### config.mk
export PLATFORM = sky130hd
export DESIGN_NAME = pll_cfg_regs
export DESIGN_NICKNAME = d
export VERILOG_FILES = /design/src/rtl/pll_cfg_pkg.sv /design/src/rtl/pll_cfg_field.sv /design/src/rtl/pll_cfg_dec.sv /design/src/rtl/pll_cfg_ctrl.sv /design/src/rtl/pll_cfg_regs.sv
export SDC_FILE = /design/constraint.sdc
export NUM_CORES = 1
export LEC_CHECK = 0
export ABC_AREA = 0
export BUFFER_PORTS_ARGS = -buffer_cell sky130_fd_sc_hd__buf_2
export CAP_MARGIN = 20
export CORE_UTILIZATION = 35
export CTS_BUF_LIST = sky130_fd_sc_hd__clkbuf_2 sky130_fd_sc_hd__clkbuf_4 sky130_fd_sc_hd__clkbuf_8
export DETAILED_ROUTE_END_ITERATION = 12
export SYNTH_ARGS = -nofsm -noshare
export SYNTH_HDL_FRONTEND = slang
export SYNTH_HIERARCHICAL = 1
export SYNTH_SLANG_ARGS = --single-unit
export TNS_END_PERCENT = 10
### constraint.sdc
create_clock -name clk -period 2.5 [get_ports clk]
set_input_delay 0.25 -clock clk [delete_from_list [all_inputs] [get_ports clk]]
set_output_delay 0.25 -clock clk [all_outputs]
set_load 0.02 [all_outputs]
### src/rtl/pll_cfg_pkg.sv
package pll_cfg_pkg;

   localparam int unsigned BYTE_W   = 8;
   localparam int unsigned NUM_REGS = 6;

   // slot order inside the address window (behavioural: fixed offsets)
   typedef enum logic [2:0] {
      SLOT_CTRL = 3'd0,
      SLOT_BW   = 3'd1,
      SLOT_MULH = 3'd2,
      SLOT_MULL = 3'd3,
      SLOT_VRNG = 3'd4,
      SLOT_RDIV = 3'd5
   } slot_e;

   // control byte, MSB first
   typedef struct packed {
      logic       ie;
      logic       flag;
      logic       on;
      logic       bcs;
      logic [1:0] pre;
      logic [1:0] vpr;
   } ctl_byte_t;

   localparam int unsigned BW_AUTO_BIT = 7;
   localparam int unsigned BW_ACQ_BIT  = 5;

endpackage

### src/rtl/pll_cfg_field.sv
module pll_cfg_field #(
   parameter int unsigned W   = 8,
   parameter logic [W-1:0] RST = '0
) (
   input  logic         clk,
   input  logic         rst_n,
   input  logic         wr_en,
   input  logic         frozen,
   input  logic [W-1:0] wdata,
   output logic [W-1:0] q
);

   if (W < 1) begin : g_bad_w
      $error("pll_cfg_field: W must be at least 1");
   end

   always_ff @(posedge clk or negedge rst_n) begin
      if (!rst_n)
         q <= RST;
      else if (wr_en && !frozen)
         q <= wdata;
   end

endmodule

### src/rtl/pll_cfg_dec.sv
module pll_cfg_dec
   import pll_cfg_pkg::*;
#(
   parameter int unsigned ADDR_W    = 8,
   parameter int unsigned BASE_ADDR = 'h36
) (
   input  logic                bus_sel,
   input  logic                bus_wr,
   input  logic [ADDR_W-1:0]   bus_addr,
   output logic [NUM_REGS-1:0] wr_hit,
   output logic [NUM_REGS-1:0] rd_hit
);

   if (BASE_ADDR + NUM_REGS > (1 << ADDR_W)) begin : g_bad_base
      $error("pll_cfg_dec: window does not fit the address width");
   end

   logic [NUM_REGS-1:0] hit;

   for (genvar i = 0; i < NUM_REGS; i++) begin : g_slot
      localparam logic [ADDR_W-1:0] SLOT_ADDR = ADDR_W'(BASE_ADDR + i);
      assign hit[i]    = bus_sel && (bus_addr == SLOT_ADDR);
      assign wr_hit[i] = hit[i] &  bus_wr;
      assign rd_hit[i] = hit[i] & ~bus_wr;
   end

endmodule

### src/rtl/pll_cfg_ctrl.sv
module pll_cfg_ctrl
   import pll_cfg_pkg::*;
#(
   parameter bit FLAG_SET_WINS = 1'b1
) (
   input  logic              clk,
   input  logic              rst_n,
   input  logic              wr_ctl,
   input  logic              wr_bw,
   input  logic              rd_ctl,
   input  logic [BYTE_W-1:0] wdata,
   input  logic              lock_in,
   input  logic              vrs_nz,
   output logic [BYTE_W-1:0] ctl_rd,
   output logic [BYTE_W-1:0] bw_rd,
   output logic              pll_on,
   output logic              clk_sel,
   output logic              auto_mode,
   output logic              acq_mode,
   output logic [1:0]        prescale,
   output logic [1:0]        vco_pwr,
   output logic              irq
);

   ctl_byte_t wr_c;
   assign wr_c = ctl_byte_t'(wdata);

   logic       ie_q, flag_q, on_q, bcs_q, auto_q, acq_q, lock_q;
   logic [1:0] pre_q, vpr_q;
   logic       ie_d, flag_d, on_d, bcs_d, auto_d, acq_d;
   logic [1:0] pre_d, vpr_d;

   // visible views, masked by the interlock conditions
   logic ie_vis, flag_vis, lock_vis, bcs_ok, bcs_vis, lock_chg;
   assign ie_vis   = ie_q & auto_q;
   assign flag_vis = flag_q & auto_q;
   assign lock_vis = lock_q & auto_q;
   assign bcs_ok   = on_q & vrs_nz;
   assign bcs_vis  = bcs_q & bcs_ok;
   assign lock_chg = (lock_in ^ lock_q) & auto_q;

   logic unused_bits;
   assign unused_bits = ^{wr_c.flag, wdata[6], wdata[4:0]};

   always_comb begin
      ie_d  = ie_q;
      on_d  = on_q;
      bcs_d = bcs_q;
      pre_d = pre_q;
      vpr_d = vpr_q;
      if (wr_ctl) begin
         ie_d  = wr_c.ie;
         on_d  = wr_c.on;
         bcs_d = wr_c.bcs;
         pre_d = wr_c.pre;
         vpr_d = wr_c.vpr;
      end
      if (!auto_q)  ie_d  = 1'b0;
      if (bcs_vis)  on_d  = 1'b1;
      if (!bcs_ok)  bcs_d = 1'b0;
   end

   always_comb begin
      auto_d = auto_q;
      acq_d  = acq_q;
      if (wr_bw) begin
         auto_d = wdata[BW_AUTO_BIT];
         if (!auto_q) acq_d = wdata[BW_ACQ_BIT];
      end
   end

   if (FLAG_SET_WINS) begin : g_set_wins
      assign flag_d = auto_q & (lock_chg | (flag_q & ~rd_ctl));
   end else begin : g_clr_wins
      assign flag_d = auto_q & ~rd_ctl & (flag_q | lock_chg);
   end

   always_ff @(posedge clk or negedge rst_n) begin
      if (!rst_n) begin
         ie_q   <= 1'b0;
         flag_q <= 1'b0;
         on_q   <= 1'b1;
         bcs_q  <= 1'b0;
         pre_q  <= 2'b00;
         vpr_q  <= 2'b00;
         auto_q <= 1'b0;
         acq_q  <= 1'b0;
         lock_q <= 1'b0;
      end else begin
         ie_q   <= ie_d;
         flag_q <= flag_d;
         on_q   <= on_d;
         bcs_q  <= bcs_d;
         pre_q  <= pre_d;
         vpr_q  <= vpr_d;
         auto_q <= auto_d;
         acq_q  <= acq_d;
         lock_q <= lock_in;
      end
   end

   assign ctl_rd    = {ie_vis, flag_vis, on_q, bcs_vis, pre_q, vpr_q};
   assign bw_rd     = {auto_q, lock_vis, acq_q, 5'b00000};
   assign pll_on    = on_q;
   assign clk_sel   = bcs_vis;
   assign auto_mode = auto_q;
   assign acq_mode  = acq_q;
   assign prescale  = pre_q;
   assign vco_pwr   = vpr_q;
   assign irq       = flag_vis & ie_vis;

endmodule

### src/rtl/pll_cfg_regs.sv
module pll_cfg_regs
   import pll_cfg_pkg::*;
#(
   parameter int unsigned ADDR_W        = 8,
   parameter int unsigned BASE_ADDR     = 'h36,
   parameter int unsigned MUL_W         = 12,
   parameter int unsigned MUL_RST       = 'h040,
   parameter int unsigned VRS_W         = 8,
   parameter int unsigned VRS_RST       = 'h40,
   parameter int unsigned RDIV_W        = 4,
   parameter int unsigned RDIV_RST      = 'h1,
   parameter bit          FLAG_SET_WINS = 1'b1
) (
   input  logic              clk,
   input  logic              rst_n,
   input  logic              bus_sel,
   input  logic              bus_wr,
   input  logic [ADDR_W-1:0] bus_addr,
   input  logic [7:0]        bus_wdata,
   output logic [7:0]        bus_rdata,
   input  logic              lock_in,
   output logic              pll_en,
   output logic              clk_sel,
   output logic              auto_mode,
   output logic              acq_mode,
   output logic [1:0]        prescale,
   output logic [1:0]        vco_pwr,
   output logic [MUL_W-1:0]  mult,
   output logic [VRS_W-1:0]  vco_range,
   output logic [RDIV_W-1:0] ref_div,
   output logic              pll_irq
);

   localparam int unsigned MULH_W = MUL_W - BYTE_W;
   localparam logic [MUL_W-1:0]  MUL_RST_V  = MUL_W'(MUL_RST);
   localparam logic [VRS_W-1:0]  VRS_RST_V  = VRS_W'(VRS_RST);
   localparam logic [RDIV_W-1:0] RDIV_RST_V = RDIV_W'(RDIV_RST);

   if (MUL_W <= BYTE_W || MUL_W > 2 * BYTE_W) begin : g_bad_mul
      $error("pll_cfg_regs: MUL_W must be 9..16");
   end
   if (VRS_W < 1 || VRS_W > BYTE_W) begin : g_bad_vrs
      $error("pll_cfg_regs: VRS_W must be 1..8");
   end
   if (RDIV_W < 1 || RDIV_W > BYTE_W) begin : g_bad_rdiv
      $error("pll_cfg_regs: RDIV_W must be 1..8");
   end

   logic [NUM_REGS-1:0] wr_hit, rd_hit;

   pll_cfg_dec #(.ADDR_W(ADDR_W), .BASE_ADDR(BASE_ADDR)) dec_i (
      .bus_sel (bus_sel),
      .bus_wr  (bus_wr),
      .bus_addr(bus_addr),
      .wr_hit  (wr_hit),
      .rd_hit  (rd_hit)
   );

   logic [MULH_W-1:0] mulh_q;
   logic [BYTE_W-1:0] mull_q;
   logic [VRS_W-1:0]  vrs_q;
   logic [RDIV_W-1:0] rdiv_q;
   logic [BYTE_W-1:0] ctl_rd, bw_rd;

   pll_cfg_ctrl #(.FLAG_SET_WINS(FLAG_SET_WINS)) ctrl_i (
      .clk      (clk),
      .rst_n    (rst_n),
      .wr_ctl   (wr_hit[int'(SLOT_CTRL)]),
      .wr_bw    (wr_hit[int'(SLOT_BW)]),
      .rd_ctl   (rd_hit[int'(SLOT_CTRL)]),
      .wdata    (bus_wdata),
      .lock_in  (lock_in),
      .vrs_nz   (|vrs_q),
      .ctl_rd   (ctl_rd),
      .bw_rd    (bw_rd),
      .pll_on   (pll_en),
      .clk_sel  (clk_sel),
      .auto_mode(auto_mode),
      .acq_mode (acq_mode),
      .prescale (prescale),
      .vco_pwr  (vco_pwr),
      .irq      (pll_irq)
   );

   pll_cfg_field #(.W(MULH_W), .RST(MUL_RST_V[MUL_W-1:BYTE_W])) mulh_i (
      .clk(clk), .rst_n(rst_n), .wr_en(wr_hit[int'(SLOT_MULH)]), .frozen(pll_en),
      .wdata(bus_wdata[MULH_W-1:0]), .q(mulh_q)
   );

   pll_cfg_field #(.W(BYTE_W), .RST(MUL_RST_V[BYTE_W-1:0])) mull_i (
      .clk(clk), .rst_n(rst_n), .wr_en(wr_hit[int'(SLOT_MULL)]), .frozen(pll_en),
      .wdata(bus_wdata), .q(mull_q)
   );

   pll_cfg_field #(.W(VRS_W), .RST(VRS_RST_V)) vrs_i (
      .clk(clk), .rst_n(rst_n), .wr_en(wr_hit[int'(SLOT_VRNG)]), .frozen(pll_en),
      .wdata(bus_wdata[VRS_W-1:0]), .q(vrs_q)
   );

   pll_cfg_field #(.W(RDIV_W), .RST(RDIV_RST_V)) rdiv_i (
      .clk(clk), .rst_n(rst_n), .wr_en(wr_hit[int'(SLOT_RDIV)]), .frozen(pll_en),
      .wdata(bus_wdata[RDIV_W-1:0]), .q(rdiv_q)
   );

   logic [BYTE_W-1:0] slot_rd [NUM_REGS];
   assign slot_rd[int'(SLOT_CTRL)] = ctl_rd;
   assign slot_rd[int'(SLOT_BW)]   = bw_rd;
   assign slot_rd[int'(SLOT_MULH)] = BYTE_W'(mulh_q);
   assign slot_rd[int'(SLOT_MULL)] = mull_q;
   assign slot_rd[int'(SLOT_VRNG)] = BYTE_W'(vrs_q);
   assign slot_rd[int'(SLOT_RDIV)] = BYTE_W'(rdiv_q);

   always_comb begin
      bus_rdata = '0;
      for (int i = 0; i < NUM_REGS; i++)
         if (rd_hit[i]) bus_rdata = bus_rdata | slot_rd[i];
   end

   assign mult      = {mulh_q, mull_q};
   assign vco_range = vrs_q;
   assign ref_div   = rdiv_q;

endmodule

## After elaboration in Yosys (flattened, before gate mapping)

Index checks and enable logic that the tools add are counted.

| word-level totals | value |
|---|---|
| register bits after elaboration | 35 |
| input port bits | 21 |
| output and inout bits | 41 |
| logic and storage cells | 78 |

| cells by class | value |
|---|---|
| equality and inequality tests | 8 |
| multiplexer cells | 12 |
| bitwise logic cells | 31 |
| reductions and logical operators | 14 |

Operators with widths:

| cell | number |
|---|---|
| $eq A8 B6 Y1 const B | 6 |
| $mux W8 | 6 |
| $or A8 B8 Y8 | 3 |
| $and A1 B1 Y1 | 21 |
| $or A8 B4 Y8 | 2 |
| $logic_and A1 B1 Y1 | 10 |
| $reduce_or A8 Y1 | 1 |
| $mux W1 | 6 |
| $ne A2 B1 Y1 const B | 2 |
| $not A1 Y1 | 3 |
| $reduce_and A2 Y1 | 1 |
| $reduce_bool A2 Y1 | 1 |
| $logic_not A1 Y1 | 1 |
| $or A1 B1 Y1 | 1 |
| $xor A1 B1 Y1 | 1 |

## Depth between registers and ports, before layout

Gate-level depths: netlist of run 1.

| logic depth | value |
|---|---|
| word-level depth | 14 |
| mapped depth | 6 |

## Modules after synthesis

Netlist of run 1, hierarchy kept.

By module, submodules not included:

| module | times used | cells each | area each (um2) | sequential area each (um2) |
|---|---|---|---|---|
| pll_cfg_field at mull_i ... | 2 | 18 | 346.6 | 201.4 |
| pll_cfg_ctrl | 1 | 51 | 609.3 | 276.5 |
| pll_cfg_regs | 1 | 35 | 231.5 | 0.0 |
| pll_cfg_field at rdiv_i | 1 | 9 | 175.2 | 101.3 |
| pll_cfg_field at mulh_i | 1 | 9 | 173.9 | 100.1 |
| pll_cfg_dec | 1 | 23 | 163.9 | 0.0 |

## Worst setup path before layout of run 1

OpenSTA, ideal clock, no wires.

| timing | value |
|---|---|
| path kind | input-to-output |
| from | input port bus_addr[7] |
| to | output port bus_rdata[0] |
| data arrival time | 1.486 ns |
| required time | 2.250 ns |
| path slack | 0.764 ns |
| stages on the path | 4 |
| buffers on the path | 0 |
| path through | or4b_4 -> nor4_1 -> a22oi_1 -> nand3_1 |

| on the way | value |
|---|---|
| elaborated cells on any way between the ends | 29 |
| classes of those cells | eq/ne: 6; mux: 6; bitwise: 11; reduce/logical: 6 |

RTL lines:

| what | RTL line | source |
|---|---|---|
| start, declared | pll_cfg_regs.sv:18 | `input logic [ADDR_W-1:0] bus_addr,` |
| $eq A8 B6 Y1 * | pll_cfg_dec.sv:22 | `assign hit[i] = bus_sel && (bus_addr == SLOT_ADDR);` |
| $logic_and A1 B1 Y1 * | pll_cfg_dec.sv:22 |  |
| $and A1 B1 Y1 * | pll_cfg_dec.sv:24 | `assign rd_hit[i] = hit[i] & ~bus_wr;` |
| named net rd_hit[2] | pll_cfg_regs.sv:49 | `logic [NUM_REGS-1:0] wr_hit, rd_hit;` |
| $mux W8 * | pll_cfg_regs.sv:116 | `if (rd_hit[i]) bus_rdata = bus_rdata \| slot_rd[i];` |
| $or A8 B8 Y8 | pll_cfg_regs.sv:116 |  |
| $mux W8 * | pll_cfg_regs.sv:116 |  |
| $or A8 B8 Y8 | pll_cfg_regs.sv:116 |  |
| $mux W8 * | pll_cfg_regs.sv:116 |  |
| $or A8 B4 Y8 | pll_cfg_regs.sv:116 |  |
| $mux W8 * | pll_cfg_regs.sv:116 |  |
| end, declared | pll_cfg_regs.sv:20 | `output logic [7:0] bus_rdata,` |

The timed path passes the listed nets; every way through them passes the cells marked *.

## Worst setup path in the final report of run 1

| timing | value |
|---|---|
| from | input port bus_addr[7] |
| to | output port bus_rdata[0] |

| on the way | value |
|---|---|
| elaborated cells on any way between the ends | 29 |
| classes of those cells | eq/ne: 6; mux: 6; bitwise: 11; reduce/logical: 6 |

RTL lines:

| what | RTL line |
|---|---|
| $eq A8 B6 Y1 * | pll_cfg_dec.sv:22 |
| $logic_and A1 B1 Y1 * | pll_cfg_dec.sv:22 |
| $and A1 B1 Y1 * | pll_cfg_dec.sv:24 |
| named net rd_hit[3] | pll_cfg_regs.sv:49 |
| $mux W8 * | pll_cfg_regs.sv:116 |
| $or A8 B8 Y8 | pll_cfg_regs.sv:116 |
| $mux W8 * | pll_cfg_regs.sv:116 |
| $or A8 B4 Y8 | pll_cfg_regs.sv:116 |
| $mux W8 * | pll_cfg_regs.sv:116 |

Marks and branches as above.

==> metrics.md, run 1 <==
| Metric | Value |
|---|---|
| Period Utilization, post-route | 0.864 |
| DRC violation count after routing | 0 |
| Cell types with the largest area share after synthesis | sky130_fd_sc_hd__dfrtp_1 38%, sky130_fd_sc_hd__mux2_4 18%, sky130_fd_sc_hd__a22oi_1 7.3%, sky130_fd_sc_hd__buf_4 7.3%, sky130_fd_sc_hd__dfstp_2 5.1% |
| Post-CTS clock slew at the launch and capture registers of the worst setup and hold paths | 0.07 ns |
| Reg-to-reg critical path startpoint | vrs_i/q[1] |
| Cell row count | 27 |
| Number of nets with antenna violations after detailed routing | 0 |
| Maximum count of clock buffers along a single path | 2 |
| Routed via count divided by cell count | between 5 and 6 |
| Setup skew after layout | around 0.005 ns |
| Maximum achievable frequency | 463 MHz |
| HPWL reported at the end of detailed placement | approximately 3.5 mm |
| Final worst-path setup slack | between 0.3 and 0.4 ns |
| Maximum number of pins on one net before global-route repair | 36 |
| Number of distinct library cell variants in the gate-level netlist after synthesis | 30 |
| Startpoint class of the critical path | primary input |
| Worst hold margin | roughly 0.044 ns |
| Fraction of final layout cells sized beyond drive strength 1 | 0.574 |
| Area Growth Syn to Fin | 20.2% |
| Outcome | finished, final reports clean |
| Most frequent CP cell | sky130_fd_sc_hd__buf_2 |
| Number of flops mapped to enable cells by yosys | 0 |
| Vert. Die Dim | a little under 80 um |
| Peak supply drop | roughly 0.24 mV |
| Tightest Pin Transition | roughly 0.8 ns |
| Mapped cell area | approximately 2000 um2 |
| Initial core utilization | 0.367 |
| Net total in the final layout | around 240 |
| Count of boundary I/O pins | 62 |
| Post-CTS setup-driven buffer insertion count | 0 |
| Largest fanout on the critical path | 4 |
| Port Buffers | 61 |
| Final sum of negative setup slack | 0 ns |
| Normalized max-slew margin | 0.460 |
| Proportion of synthesized chip area in sequential cells | 0.430 |
| Worst endpoint data arrival time | approximately 1.9 ns |
| Number of warnings reported in the yosys synthesis log | 6 |
| Clock sink total | 35 |
| Max stage delay on crit path | between 0.5 and 0.6 ns |
| Timing startpoint of the critical path | bus_addr[7] |
| Drt wl/cell | roughly 16 um |
| Core region area | roughly 5600 um2 |
| Clk Latency, worst-skew pair | 0.29 ns |
| Leak | 1.25 nW |
| Post-CTS resize count | 0 |
| Floorplan die width | 78.5 um |
| Diode insertion count for antenna repair | 0 |
| Cts-stage hold buffer count | 0 |
| Top FF cell, synth | sky130_fd_sc_hd__dfrtp_1 |
| Share of flip-flops with an asynchronous set or reset | 1.00 |
| Number of cells produced by synthesis | around 160 |
| Worst hold path type | primary input to async pin |
| Library cell occupying the most area in the post-synthesis netlist | sky130_fd_sc_hd__dfrtp_1 |
| Drt first pass iters | 4 |
| Total clock buffers created by CTS | 5 |
| Number of global-route vias before repair | 1,442 |
| Max-slew violations | 0 |
| Register bit count reported by yosys | 35 |
| Gr ovfl total | 0 |
| Unrepaired setup endpoints after global routing | false |
| Worst slack, placed | 0.359 ns |
| Root buffer cell | sky130_fd_sc_hd__clkbuf_8 |
| DIE AREA | just over 6000 um2 |
| Number of antenna violations at the first check in global routing | 0 |
| Share of the synthesized area in the top cell type | 0.379 |
| Post-layout power | about 1.2 mW |
| Hold Fails Final Rpt | 0 |
| Post-Route WL | around 4.8 mm |
| Minimum clock period after layout | about 2.2 ns |
| Final Core Density | 0.442 |
| Kind of end point of the critical path | output pin |
| Final Setup Violations | 0 |
| Global-route total usage across every layer | 0.167 |
| Critical Path Slowest Stage Cell | sky130_fd_sc_hd__or4b_4 |
| Required time of the critical path | between 2 and 2.5 ns |
| Routed via count | 1,492 |
| First-pass GRT wire length | ~7.6 mm |
| Mean cell area of the mapped netlist | about 13 um2 |
| Cell-by-cell listing of the critical path | buf_2, or4b_4, nor4_1, buf_4, a22oi_1, nand3_1, buf_2 |
| Number of DRC markers after the initial detailed-route iteration | 44 |
| Final weighted congestion of routability-driven global placement | ~0.77 |
| CTS tree | yes |
| Type of the setup path with the least slack | primary input to output pin |
| Count of max-cap constraint violations | 0 |
| CTS H-tree lvls | 2 |
| Total power per unit cell area | between 400 and 500 nW/um2 |
-- sequential cells by signal, summed over array words and instances, names as in the netlist, 2 cells and up --
name	flops
ctrl_i/prescale	2
mulh_i/q	4
mull_i/q	8
rdiv_i/q	4
vrs_i/q	8
ctrl_i/vco_pwr	2
-- Yosys cell counts (2+ instances only) --
master,number
sky130_fd_sc_hd__dfrtp_1,31
sky130_fd_sc_hd__mux2_4,25
sky130_fd_sc_hd__a22oi_1,20
sky130_fd_sc_hd__buf_4,20
sky130_fd_sc_hd__nor3_1,9
sky130_fd_sc_hd__nand2_1,7
sky130_fd_sc_hd__nand3_1,6
sky130_fd_sc_hd__mux2_2,5
sky130_fd_sc_hd__dfstp_2,4
sky130_fd_sc_hd__nor2b_4,4
sky130_fd_sc_hd__nor4_1,4
sky130_fd_sc_hd__and2_2,3
sky130_fd_sc_hd__buf_6,3
sky130_fd_sc_hd__or4b_4,3
sky130_fd_sc_hd__mux2i_1,2
sky130_fd_sc_hd__nand3b_1,2
sky130_fd_sc_hd__nor2b_1,2
-- cell usage in the layout (no fill, tap or decap), types with 5 or more instances in the layout --
master                     instances
sky130_fd_sc_hd__conb_1            5
sky130_fd_sc_hd__mux2_4           25
sky130_fd_sc_hd__clkbuf_8          5
sky130_fd_sc_hd__nand3_1           6
sky130_fd_sc_hd__dfrtp_1          31
sky130_fd_sc_hd__nand2_1           7
sky130_fd_sc_hd__mux2_2            5
sky130_fd_sc_hd__a22oi_1          20
sky130_fd_sc_hd__buf_4            10
sky130_fd_sc_hd__buf_2            61
sky130_fd_sc_hd__nor3_1            9
-- layer usage --
metal	vias up	track usage	wire (um)
met5	-	0	0
met1	739	0.223	2330
li1	700	-	-
met3	8	0.0372	194
met4	0	0.0667	93
met2	45	0.262	2210
-- power breakdown --
part           internal (mW)  switching [mW]  total [mW]
clock network          0.297           0.215       0.511
registers              0.582          0.0158       0.598
logic                 0.0468          0.0627       0.109
total                  0.926           0.293        1.22
-- layout make-up --
class,count,area [um2]
clock buffers,5,68.8
inverters,1,3.75
fillers,557,3110
repair buffers,71,380
clock inverters,3,43.8
multi-input cells,108,993
well taps,72,90.1
flip-flops and latches,35,881
-- critical path: cells and delay by family --
family          cells  cell delay (ns)
compound gates      1             0.08
buf+inv             3             0.50
simple gates        3             1.07
-- logic make-up after synthesis --
kind of cell    after synthesis  share of synthesized area
compound gates               22                     0.0813
xor+xnor                      1                    0.00428
buf+inv                      24                     0.0917
flops                        35                      0.430
mux                          32                      0.221
other cells                   1                    0.00183
simple gates                 48                      0.170
-- worst paths after layout --
path | slack (ns) | end | cells past startpoint
setup reg to reg | 1.07 | ctrl_i/pll_on | 4
max in group asynchronous | 1.94 | rdiv_i/q[2] | 1
hold reg to reg | 0.53 | ctrl_i/bcs_q | 2
min in group clk | 0.09 | ctrl_i/lock_q | 1
setup / recovery | 0.34 | bus_rdata[0] | 7
hold / removal | 0.04 | ctrl_i/ie_q | 1
-- stage by stage --
stage               std cells  cell area (um2)
floorplan                 167             2060
global placement          287             2350
detailed placement        287             2350
CTS                       295             2460
global route              295             2460
finish                    295             2460
Note: power is estimated with default switching activity, not from simulation.
==> inputs of run 2 (changes only) <==
--- a/config.mk
+++ b/config.mk
@@ -6,11 +6,11 @@
 export NUM_CORES = 1
 export LEC_CHECK = 0
 export ABC_AREA = 0
-export BUFFER_PORTS_ARGS = -buffer_cell sky130_fd_sc_hd__buf_2
 export CAP_MARGIN = 20
 export CORE_UTILIZATION = 35
 export CTS_BUF_LIST = sky130_fd_sc_hd__clkbuf_2 sky130_fd_sc_hd__clkbuf_4 sky130_fd_sc_hd__clkbuf_8
 export DETAILED_ROUTE_END_ITERATION = 12
+export DONT_BUFFER_PORTS = 1
 export SYNTH_ARGS = -nofsm -noshare
 export SYNTH_HDL_FRONTEND = slang
 export SYNTH_HIERARCHICAL = 1
==> run 2 against run 1 <==
Compared with the run above:
- register-to-register slack worse by 0.13 ns
- combinational power down 47%
- final area down 11%
- via count down 12%
- clock-buffer cell count unchanged
- clock power about the same
- highest routed layer unchanged
==> metrics.md, run 2 (synthesis gave the netlist of run 1 again) <==
| Metric | Value |
|---|---|
| Number of DRC markers after the initial detailed-route iteration | 52 (+18%) |
| DRC violation count after routing | 0 (unchanged) |
| Maximum number of pins on one net before global-route repair | 36 (unchanged) |
| CTS H-tree lvls | 2 (unchanged) |
| Fraction of final layout cells sized beyond drive strength 1 | 0.412 (-0.162) |
| Post-CTS resize count | 0 (unchanged) |
| Routed via count | 1,312 (-12%) |
| Worst hold path type | primary input to flop |
| Hold Fails Final Rpt | 0 (unchanged) |
| Maximum achievable frequency | 470 MHz (+1.6%) |
| Kind of end point of the critical path | output pin |
| Drt first pass iters | 4 (unchanged) |
| Post-Route WL | 5.11 mm (+5.9%) |
| Unrepaired setup endpoints after global routing | false |
| Final worst-path setup slack | 0.373 ns (+0.0337 ns) |
| Final Setup Violations | 0 (unchanged) |
| Total clock buffers created by CTS | 5 (unchanged) |
| Largest registers | mull_i/q (8), vrs_i/q (8) |
| Post-layout power | 1.18 mW (-2.9%) |
| Total power per unit cell area | 539 nW/um2 (+8.8%) |
| Worst endpoint data arrival time | 1.88 ns (-0.03 ns) |
| Area of placed instances | 2040 um2 (-13%) |
| Outcome | finished, final reports clean |
| Post-CTS clock slew at the launch and capture registers of the worst setup and hold paths | 0.07 ns (about the same) |
| Largest fanout on the critical path | 4 (unchanged) |
| Final sum of negative setup slack | 0 ns (unchanged) |
| Setup skew after layout | 0.00322 ns (-0.00179 ns) |
| HPWL reported at the end of detailed placement | 3.70 mm (+5.8%) |
| Post-CTS setup-driven buffer insertion count | 0 (unchanged) |
| Leak | 0.966 nW (-23%) |
| Port Buffers | 0 (-100%) |
| Final weighted congestion of routability-driven global placement | 0.724 (-5.5%) |
| Worst hold margin | 0.0963 ns (+0.0523 ns) |
| Minimum clock period after layout | 2.13 ns (-0.0337 ns) |
| Global-route total usage across every layer | 0.176 (+0.00842) |
| Count of boundary I/O pins | 62 (unchanged) |
| Type of the setup path with the least slack | flop to output pin |
| Initial core utilization | 0.367 (unchanged) |
| Commonest cells after routing, fill and taps aside | 31 x sky130_fd_sc_hd__dfrtp_1, 25 x sky130_fd_sc_hd__mux2_4, 20 x sky130_fd_sc_hd__a22oi_1, 10 x sky130_fd_sc_hd__buf_4, 9 x sky130_fd_sc_hd__nor3_1 |
| Gr ovfl total | 0 (unchanged) |
| Worst slack, placed | 0.490 ns (+0.131 ns) |
| Root buffer cell | sky130_fd_sc_hd__clkbuf_8 |
| Clock sink total | 35 (unchanged) |
| Cell row count | 27 (unchanged) |
| Number of antenna violations at the first check in global routing | 0 (unchanged) |
| Diode insertion count for antenna repair | 0 (unchanged) |
| Clk Latency, worst-skew pair | 0.28 ns (about the same) |
| Total instance count after detailed placement | 226 (-21%) |
| CTS tree | yes |
| Required time of the critical path | 2.25 ns (about the same) |
| Maximum count of clock buffers along a single path | 2 (unchanged) |
| Number of global-route vias before repair | 1,347 (-6.6%) |
| Max-slew violations | 0 (unchanged) |
| Normalized max-slew margin | 0.538 (+0.0779) |
| Net total in the final layout | 185 (-24%) |
| DIE AREA | 6160 um2 (unchanged) |
| Period Utilization, post-route | 0.851 (-0.0135) |
| Total non-filler cell area in the finished layout | 2200 um2 (-11%) |
| Final cell count without fillers | 237 (-20%) |
| Number of nets with antenna violations after detailed routing | 0 (unchanged) |
| Drt wl/cell | 21.6 um (+32%) |
| Vert. Die Dim | 78.5 um (unchanged) |
| First-pass GRT wire length | 7.97 mm (+4.2%) |
| Startpoint class of the critical path | flop |
| Core region area | 5570 um2 (unchanged) |
| Tightest Pin Transition | 0.687 ns (-0.122 ns) |
| Floorplan die width | 78.5 um (unchanged) |
| Most common cell after layout, fill and taps aside | sky130_fd_sc_hd__dfrtp_1 |
| Area Growth Syn to Fin | 7.27% |
| Peak supply drop | 0.268 mV (+12%) |
| Count of max-cap constraint violations | 0 (unchanged) |
| Routed via count divided by cell count | 5.54 (+9.5%) |
| Final Core Density | 0.394 (-0.0476) |
## run 2: critical path, cell delays in order (launching register included)
cell	delay (ns)
sky130_fd_sc_hd__dfrtp_1	0.51
sky130_fd_sc_hd__nor4_1	0.39
sky130_fd_sc_hd__nand2_1	0.12
sky130_fd_sc_hd__and3_4	0.21
sky130_fd_sc_hd__a22oi_1	0.18
sky130_fd_sc_hd__nand2_1	0.18
## run 2: final timing paths
check / start / to / slack (ns) / cells after the start
max in group asynchronous: rst_n / rdiv_i/q[0] / 1.82 / 2
worst min-delay path: bus_wdata[5] / ctrl_i/pll_on / 0.1 / 1
worst max register to register: vrs_i/q[1] / ctrl_i/pll_on / 0.94 / 4
worst max-delay path: vrs_i/q[1] / bus_rdata[4] / 0.37 / 5
min in group asynchronous: rst_n / mull_i/q[7] / 0.44 / 2
worst min register to register: ctrl_i/bcs_q / ctrl_i/bcs_q / 0.54 / 2
## run 2: layout make-up
type / instances / area, um2
Fill cell: 539 / 3380
Multi-Input combinational cell: 108 / 993
Sequential cell: 35 / 881
Timing Repair Buffer: 13 / 115
Tap cell: 72 / 90.1
Clock buffer: 5 / 68.8
Clock inverter: 3 / 43.8
Inverter: 1 / 3.75
## run 2: metal layers
| metal | GRT usage | wire length (um) |
|---|---|---|
| met4 | 0.0796 | 119 |
| met2 | 0.268 | 2430 |
| met5 | 0 | 0 |
| met3 | 0.0744 | 439 |
| met1 | 0.215 | 2120 |
## run 2: report_power, final
part	leakage, nW	internal (mW)	switching (mW)
clock network	0.0581	0.297	0.211
logic	0.438	0.0321	0.0257
registers	0.470	0.582	0.0355
## run 2: repair_timing
| action | CTS | global route |
|---|---|---|
| endpoints found under the hold margin | 36 | 0 |
| hold buffers | 3 | 0 |
| endpoints found under the setup margin | 0 | 0 |
